--- src/rtl/octreg_pkg.sv ---
`timescale 1ns/1ps
package octreg_pkg;
  localparam int WORD_W = 32;
  localparam int ADDR_W = 16;
  localparam int RSEL_W = 3;
  localparam int NREGS  = 1 << RSEL_W;
  localparam int OP_LSB = 22;
  localparam int RA_LSB = 19;
  localparam int RB_LSB = 16;

  typedef logic [WORD_W-1:0] word_t;
  typedef logic [ADDR_W-1:0] addr_t;
  typedef logic [RSEL_W-1:0] rsel_t;

  typedef enum logic [2:0] {
    OP_ADD = 3'd0, OP_NAND = 3'd1, OP_LOAD = 3'd2, OP_STORE = 3'd3,
    OP_BEQ = 3'd4, OP_RSVD = 3'd5, OP_HALT = 3'd6, OP_NOP = 3'd7
  } op_e;

  typedef enum logic [2:0] {
    ST_FETCH, ST_DECODE, ST_EXEC, ST_LOAD, ST_HALTED, ST_FAULTED
  } state_e;

  typedef struct packed {
    op_e   op;
    rsel_t ra;
    rsel_t rb;
    rsel_t rd;
    addr_t off;
  } fields_t;

  function automatic fields_t split_word(word_t w);
    fields_t f;
    f.op  = op_e'(w[OP_LSB +: 3]);
    f.ra  = w[RA_LSB +: RSEL_W];
    f.rb  = w[RB_LSB +: RSEL_W];
    f.rd  = w[RSEL_W-1:0];
    f.off = w[ADDR_W-1:0];
    return f;
  endfunction

  // 16-bit sum; the carry out of bit 15 is dropped
  function automatic addr_t ea_sum(addr_t off, addr_t base);
    return off + base;
  endfunction

  function automatic word_t nand_word(word_t a, word_t b);
    return ~(a & b);
  endfunction

  function automatic logic in_range(addr_t a, int unsigned words);
    return 32'(a) < words;
  endfunction
endpackage

--- src/rtl/octreg_regfile.sv ---
`timescale 1ns/1ps
module octreg_regfile
  import octreg_pkg::*;
(
  input  logic  clk,
  input  logic  rst_n,
  input  logic  we,
  input  rsel_t wsel,
  input  word_t wdata,
  input  rsel_t asel,
  input  rsel_t bsel,
  output word_t adata,
  output word_t bdata
);
  word_t regs [NREGS];

  generate
    for (genvar g = 0; g < NREGS; g++) begin : g_reg
      word_t q;
      always_ff @(posedge clk or negedge rst_n) begin
        if (!rst_n) q <= '0;
        else if (we && wsel == rsel_t'(g)) q <= wdata;
      end
      assign regs[g] = q;
    end
  endgenerate

  assign adata = regs[asel];
  assign bdata = regs[bsel];
endmodule

--- src/rtl/octreg_exec.sv ---
`timescale 1ns/1ps
module octreg_exec
  import octreg_pkg::*;
#(
  parameter int unsigned MEM_WORDS = 256
) (
  input  word_t   ir,
  input  word_t   a_val,
  input  word_t   b_val,
  input  addr_t   pc_next,
  output fields_t f,
  output word_t   alu_out,
  output addr_t   eff_addr,
  output logic    eff_ok,
  output logic    br_taken,
  output addr_t   br_target
);
  always_comb begin
    f         = split_word(ir);
    alu_out   = (f.op == OP_NAND) ? nand_word(a_val, b_val) : a_val + b_val;
    eff_addr  = ea_sum(f.off, a_val[ADDR_W-1:0]);
    eff_ok    = in_range(eff_addr, MEM_WORDS);
    br_taken  = (f.op == OP_BEQ) && (a_val == b_val);
    br_target = br_taken ? ea_sum(f.off, pc_next) : pc_next;
  end
endmodule

--- src/rtl/octreg_ctrl.sv ---
`timescale 1ns/1ps
module octreg_ctrl
  import octreg_pkg::*;
#(
  parameter int unsigned MEM_WORDS = 256
) (
  input  logic    clk,
  input  logic    rst_n,
  input  word_t   mem_rdata,
  input  fields_t f,
  input  addr_t   eff_addr,
  input  logic    eff_ok,
  input  addr_t   br_target,
  output word_t   ir,
  output addr_t   pc,
  output logic    rf_we,
  output rsel_t   rf_wsel,
  output logic    rf_from_mem,
  output logic    mem_we,
  output addr_t   mem_addr,
  output logic    halted,
  output logic    fault,
  output logic    ev_fetch_bad,
  output logic    ev_load_bad
);
  state_e state;

  always_comb begin
    ev_fetch_bad = (state == ST_FETCH) && !in_range(pc, MEM_WORDS);
    ev_load_bad  = (state == ST_EXEC) && (f.op == OP_LOAD) && !eff_ok;
    rf_from_mem  = (state == ST_LOAD);
    rf_we        = rf_from_mem ||
                   ((state == ST_EXEC) && (f.op == OP_ADD || f.op == OP_NAND));
    rf_wsel      = rf_from_mem ? f.rb : f.rd;
    mem_we       = (state == ST_EXEC) && (f.op == OP_STORE);
    mem_addr     = (state == ST_EXEC) ? eff_addr : pc;
    halted       = (state == ST_HALTED);
    fault        = (state == ST_FAULTED);
  end

  always_ff @(posedge clk or negedge rst_n) begin
    if (!rst_n) begin
      state <= ST_FETCH;
      pc    <= '0;
      ir    <= '0;
    end else begin
      case (state)
        ST_FETCH:  state <= ev_fetch_bad ? ST_FAULTED : ST_DECODE;
        ST_DECODE: begin
          ir    <= mem_rdata;
          pc    <= pc + addr_t'(1);
          state <= ST_EXEC;
        end
        ST_EXEC: begin
          case (f.op)
            OP_LOAD: state <= eff_ok ? ST_LOAD : ST_FAULTED;
            OP_HALT: state <= ST_HALTED;
            OP_BEQ: begin
              pc    <= br_target;
              state <= ST_FETCH;
            end
            default: state <= ST_FETCH;
          endcase
        end
        ST_LOAD:    state <= ST_FETCH;
        ST_HALTED:  state <= ST_HALTED;
        ST_FAULTED: state <= ST_FAULTED;
        default:    state <= ST_FAULTED;
      endcase
    end
  end
endmodule

--- src/rtl/octreg_core.sv ---
`timescale 1ns/1ps
module octreg_core
  import octreg_pkg::*;
#(
  parameter int unsigned MEM_WORDS = 256
) (
  input  logic        clk,
  input  logic        rst_n,
  output logic [15:0] mem_addr,
  output logic [31:0] mem_wdata,
  output logic        mem_we,
  input  logic [31:0] mem_rdata,
  output logic        halted,
  output logic        fault
);
  word_t   ir, a_val, b_val, alu_out, wr_data;
  addr_t   pc, eff_addr, br_target;
  fields_t f;
  logic    eff_ok, br_taken, rf_we, rf_from_mem;
  logic    ev_fetch_bad, ev_load_bad;
  rsel_t   rf_wsel;

  assign wr_data   = rf_from_mem ? mem_rdata : alu_out;
  assign mem_wdata = b_val;

  octreg_regfile u_rf (
    .clk(clk), .rst_n(rst_n), .we(rf_we), .wsel(rf_wsel), .wdata(wr_data),
    .asel(f.ra), .bsel(f.rb), .adata(a_val), .bdata(b_val)
  );

  octreg_exec #(.MEM_WORDS(MEM_WORDS)) u_exec (
    .ir(ir), .a_val(a_val), .b_val(b_val), .pc_next(pc), .f(f),
    .alu_out(alu_out), .eff_addr(eff_addr), .eff_ok(eff_ok),
    .br_taken(br_taken), .br_target(br_target)
  );

  octreg_ctrl #(.MEM_WORDS(MEM_WORDS)) u_ctrl (
    .clk(clk), .rst_n(rst_n), .mem_rdata(mem_rdata), .f(f),
    .eff_addr(eff_addr), .eff_ok(eff_ok), .br_target(br_target),
    .ir(ir), .pc(pc), .rf_we(rf_we), .rf_wsel(rf_wsel),
    .rf_from_mem(rf_from_mem), .mem_we(mem_we), .mem_addr(mem_addr),
    .halted(halted), .fault(fault),
    .ev_fetch_bad(ev_fetch_bad), .ev_load_bad(ev_load_bad)
  );
endmodule

--- config.mk ---
export PLATFORM = sky130hd
export DESIGN_NAME = octreg_core
export DESIGN_NICKNAME = d
export VERILOG_FILES = /design/src/rtl/octreg_pkg.sv /design/src/rtl/octreg_regfile.sv /design/src/rtl/octreg_exec.sv /design/src/rtl/octreg_ctrl.sv /design/src/rtl/octreg_core.sv
export SDC_FILE = /design/constraint.sdc
export NUM_CORES = 1
export LEC_CHECK = 0
export BUFFER_PORTS_ARGS = -buffer_cell sky130_fd_sc_hd__buf_2
export CAP_MARGIN = 5
export CORE_ASPECT_RATIO = 1.1
export CORE_MARGIN = 3
export CORE_UTILIZATION = 62
export DETAILED_ROUTE_END_ITERATION = 8
export PLACE_DENSITY = 0.85
export SYNTH_ARGS = -nofsm -noshare
export SYNTH_HDL_FRONTEND = slang
export SYNTH_HIERARCHICAL = 1
export SYNTH_SLANG_ARGS = --single-unit
--- constraint.sdc ---
create_clock -name clk -period 7.4 [get_ports clk]
set_clock_uncertainty 0.15 [all_clocks]
set_input_delay 0.74 -clock clk [delete_from_list [all_inputs] [get_ports clk]]
set_output_delay 0.74 -clock clk [all_outputs]
set_load 0.01 [all_outputs]
# Word-level counts from Yosys, hierarchy flattened
# Cells that the tools add are included.
[totals]
mem_bits_rw = 0
ff_bits = 300
latch_bits = 0
word_cells = 80
mem_bits_ro = 0
inputBits = 34
n_memories = 0
[classes]
n_shift = 0
addsub = 4
mux = 17
n_eq_ne = 20
n_lt_le_gt_ge = 4
reduce_logical = 20
bitwise = 4
multipliers = 0
div_mod_pow = 0
[ops]
columns = ["operator", "n"]
rows = [
  ["binary-select mux 32 bit (select 3 bit)", 2],
  ["2-to-1 mux 32 bit", 6],
  ["2-to-1 mux 16 bit", 3],
  ["adder 16 bit", 2],
  ["adder 32 bit", 1],
  ["bitwise AND 32 bit", 1],
  ["equality test 32 bit", 1],
  ["less-than comparator 16 x 9 -> 1 bit (second input constant)", 2],
  ["inverter 32 bit", 1],
  ["case mux 16 bit (2 select lines)", 1],
  ["equality test 3 bit (second input constant)", 8],
  ["equality test 3 x 2 -> 1 bit (second input constant)", 6],
  ["adder 16 x 1 -> 16 bit (second input constant)", 1],
  ["case mux 3 bit (5 select lines)", 1],
  ["logical AND 1 bit", 12],
  ["equality test 3 x 1 -> 1 bit (second input constant)", 3],
  ["zero test 3 bit", 3],
  ["2-to-1 mux 3 bit", 3],
  [">= comparator 4 bit (second input constant)", 2],
  ["inverter 3 -> 4 bit", 2],
  ["case mux 3 bit (2 select lines)", 1],
  ["!= test 2 bit (second input constant)", 2],
  ["AND reduction 3 bit", 1],
  ["logical OR 1 bit", 2],
  ["other kinds (2)", 2],
]

# Depth between registers and ports, before layout
[depth]
depth_word = 9
mapped_depth = 18
depth_no_buf = 15

# Modules after synthesis
# Netlist, hierarchy kept.
[modules_own_cells]
columns = ["mod", "n_inst", "area_per_inst_um2", "cells_each"]
rows = [
  ["octreg_regfile", 1, 13726.9, 779],
  ["octreg_exec", 1, 3876.2, 568],
  ["octreg_ctrl", 1, 2633.8, 270],
  ["octreg_core", 1, 544.3, 36],
]

# Least setup slack after synthesis
# OpenSTA, ideal clock, no wires.
[synth_timing]
kind = "register to output"
from = "reg u_ctrl.ir[19]"
to = "out mem_addr[14]"
required_ps = 6510
arrival_time_ps = 3550
stages_incl_launch_ff = 17
path_slack_ps = 2960
path_cell_list = "dfrtp_1 buf_4 buf_6 buf_6 mux4_1 mux2_2 ha_1 fa_1 a211oi_1 nor3_1 o21ai_0 a21oi_1 a21o_1 a21oi_1 xnor2_1 nand2_1 nand2_1"
[synth_between]
elab_chain_len = 6
[synth_lines]
columns = ["item", "line_no", "text"]
rows = [
  ["start: declaration", "octreg_ctrl.sv:14", "output word_t ir,"],
  ["start signal: assignment", "octreg_ctrl.sv:50", "ir <= mem_rdata;"],
  ["inverter 3 -> 4 bit (not written as such)", "octreg_regfile.sv:28", "assign adata = regs[asel];"],
  ["binary-select mux 32 bit (select 3 bit)", "octreg_regfile.sv:28", ""],
  ["2-to-1 mux 32 bit (not written as such) (2 in series)", "octreg_regfile.sv:28", ""],
  ["named net a_val[0]", "octreg_core.sv:16", "word_t ir, a_val, b_val, alu_out, wr_data;"],
  ["adder 16 bit", "octreg_pkg.sv:44", "return off + base;"],
  ["named net eff_addr[14]", "octreg_core.sv:17", "addr_t pc, eff_addr, br_target;"],
  ["2-to-1 mux 16 bit", "octreg_ctrl.sv:36", "mem_addr = (state == ST_EXEC) ? eff_addr : pc;"],
  ["end: declaration", "octreg_core.sv:9", "output logic [15:0] mem_addr,"],
]
# The timed path passes the listed nets, and every way through them passes these cells. The select of a mux whose other input is x is not followed.

# Worst setup path in the final report
[layout_timing]
from = "reg u_ctrl.ir[19]"
to = "out mem_addr[15]"
# The elaborated chain is that of the path after synthesis.

==> flow_summary.ini <==
[status]
outcome = completed

[final_layout]
drive_gt1_frac = 0.368
area_growth_syn_to_layout_pct = 7.40
mostFrequentLayoutCell = mux2_2
mostFrequentLayoutCells = mux2_2 (349), dfrtp_1 (294), nand2_1 (106)
antenna_cells = 0
fillers = 2266
fin_nets = 1741

[floorplanning]
die_w_um = 179
fp.dieArea_um2 = 35100
core_area_um2 = 32400
io_pins = 85
row_count = 69
initial_core_util = 0.630
chipHeight_um = 196

[timing]
setup_slack_ns = 1.52
drv_slew = 0
fmax_mhz = 170
tightest_slew_ns = 1.34
hold_violations = 0
setup_tns_ns = 0
slew_headroom = 0.105
finalCriticalPeriod_ns = 5.88
finalSetupViolCount = 0
worst_hold_slack_ns = 0.116
finalCritPeriodShare = 0.795
rsz0062_at_grt = no

[critical_path]
cp_slowest_cell = dfrtp_4
path_cells = mux4_1, mux2_2, ha_1, o21ai_0, o21a_1, o21a_1, nor4_1, a41o_1, a21oi_1, xnor2_1, nand2_1, nand2_1, buf_2
critPathRequiredTime_ns = 6.51
rr_endpoint = u_rf/g_reg[3].q[28]
reg2regPathDepth = 15
r2r-start = u_ctrl/ir[16]
startpoint_type = register
crit_fanout = 41
crit_arrival_ns = 4.99
critPathLaunch = u_ctrl/ir[19]
criticalPathCategory = reg -> out
worstSetupEndpointType = output pin
critPathMaxStageDelay_ns = 0.94
r2r_slack_ns = 1.66

[placed_design]
dp_hpwl_mm = 35.3
port_buffers = 84
pre_cts_slack_ns = 1.97
gp_congestion = 0.948

[routing]
drt_first_iter_violations = 1349
ant_nets = 0
first_pass_iters = 5
viasPerCell = 6.97
drc = 0
wl_per_cell_um = 25.9
routed_wl_mm = 54.1
via_count = 14500

[power]
powerDensity_nw_per_um2 = 324
leakagePower_nw = 10.8
peakVddDrop_v = 0.000227

[clocking]
clockBufferDepth = 3
cts_made_buffers = 35
cts_tree = yes
cts_resized = 0
cts_hold_buf = 0
postCtsSetupRepairBufs = 0
cts-root-buf = clkbuf_16
cts.htree.levels = 2
clk_pin_slew_ns = 0.06
insertion_delay_ns = 0.52
clock-sinks = 300

[synthesis]
syn_nets = 1722
syn-cell-area_um2 = 20400
netlist_instances = 1622
ys_warn_count = 6
avgSynthCellArea_um2 = 12.6

[hold_path]
min_path_type = in -> async

[global_route]
grt_pass1_vias = 14900
gr-total-overflow = 0
grt_antenna_before_repair = 0
grt_pass1_wl_mm = 83.7
grt_usage = 0.307
grt_start_max_net_pins = 189

[job]
maxCapViolCount = 0
[report_power, final]
part | switching [mW] | internal, mW
Sequential | 0.535 | 1.90
Combinational | 1.55 | 1.43
Clock | 0.689 | 1.00
[per-stage QoR]
stage               cell area (um2)  instances  utilization  total power [mW]
floorplan                     20400       1622            -              4.62
CTS                           21900       2087        0.677              7.08
detailed placement            20800       2030        0.643              5.36
global placement              20800       2030        0.643              5.24
finish                        21900       2087        0.677              7.11
global route                  21900       2087        0.677              7.45
[registers in the layout, summed over array words and instances (netlist names)]
signal,flops
u_ctrl/ir,25
u_ctrl/pc,16
u_rf/g.q,256
u_ctrl/state,3
[routing by layer]
metal | routed length (um) | share of wire | track usage | vias up
met5 | 0 | 0 | 0 | -
met2 | 26200 | 0.48 | 0.502 | 708
li1 | - | - | - | 6253
met3 | 4160 | 0.077 | 0.0517 | 177
met1 | 21300 | 0.39 | 0.406 | 7403
met4 | 2490 | 0.046 | 0.130 | 0
[worst max path at each step]
stage               slack (ns)                   to
finish                    1.52         mem_addr[15]
CTS                       1.58         mem_addr[14]
detailed placement        1.97  u_rf/g_reg[7].q[28]
floorplan                 2.96         mem_addr[14]
global placement          2.11  u_rf/g_reg[5].q[30]
global route              1.29         mem_addr[14]
[worst max-delay path: cells and delay by family, from the launching register on]
kind / cells / cell delay, ns
multiplexers: 2 / 0.98
AND/OR/NAND/NOR: 3 / 0.74
flip-flops: 1 / 0.94
adder cells (fa/ha/maj): 1 / 0.39
AO/OA/AOI/OAI: 5 / 0.90
XOR/XNOR: 1 / 0.34
buffers and inverters: 1 / 0.13
[layout make-up]
type,count,area (um2),share of cell area
inverter,21,78.8,0.00360
timing repair buffer,106,608,0.0278
multi-input combinational,1177,12100,0.551
clock inverter,9,101,0.00463
tap,426,533,0.0243
sequential,300,7520,0.343
clock buffer,48,995,0.0454
(Power assumes the default switching activity.)
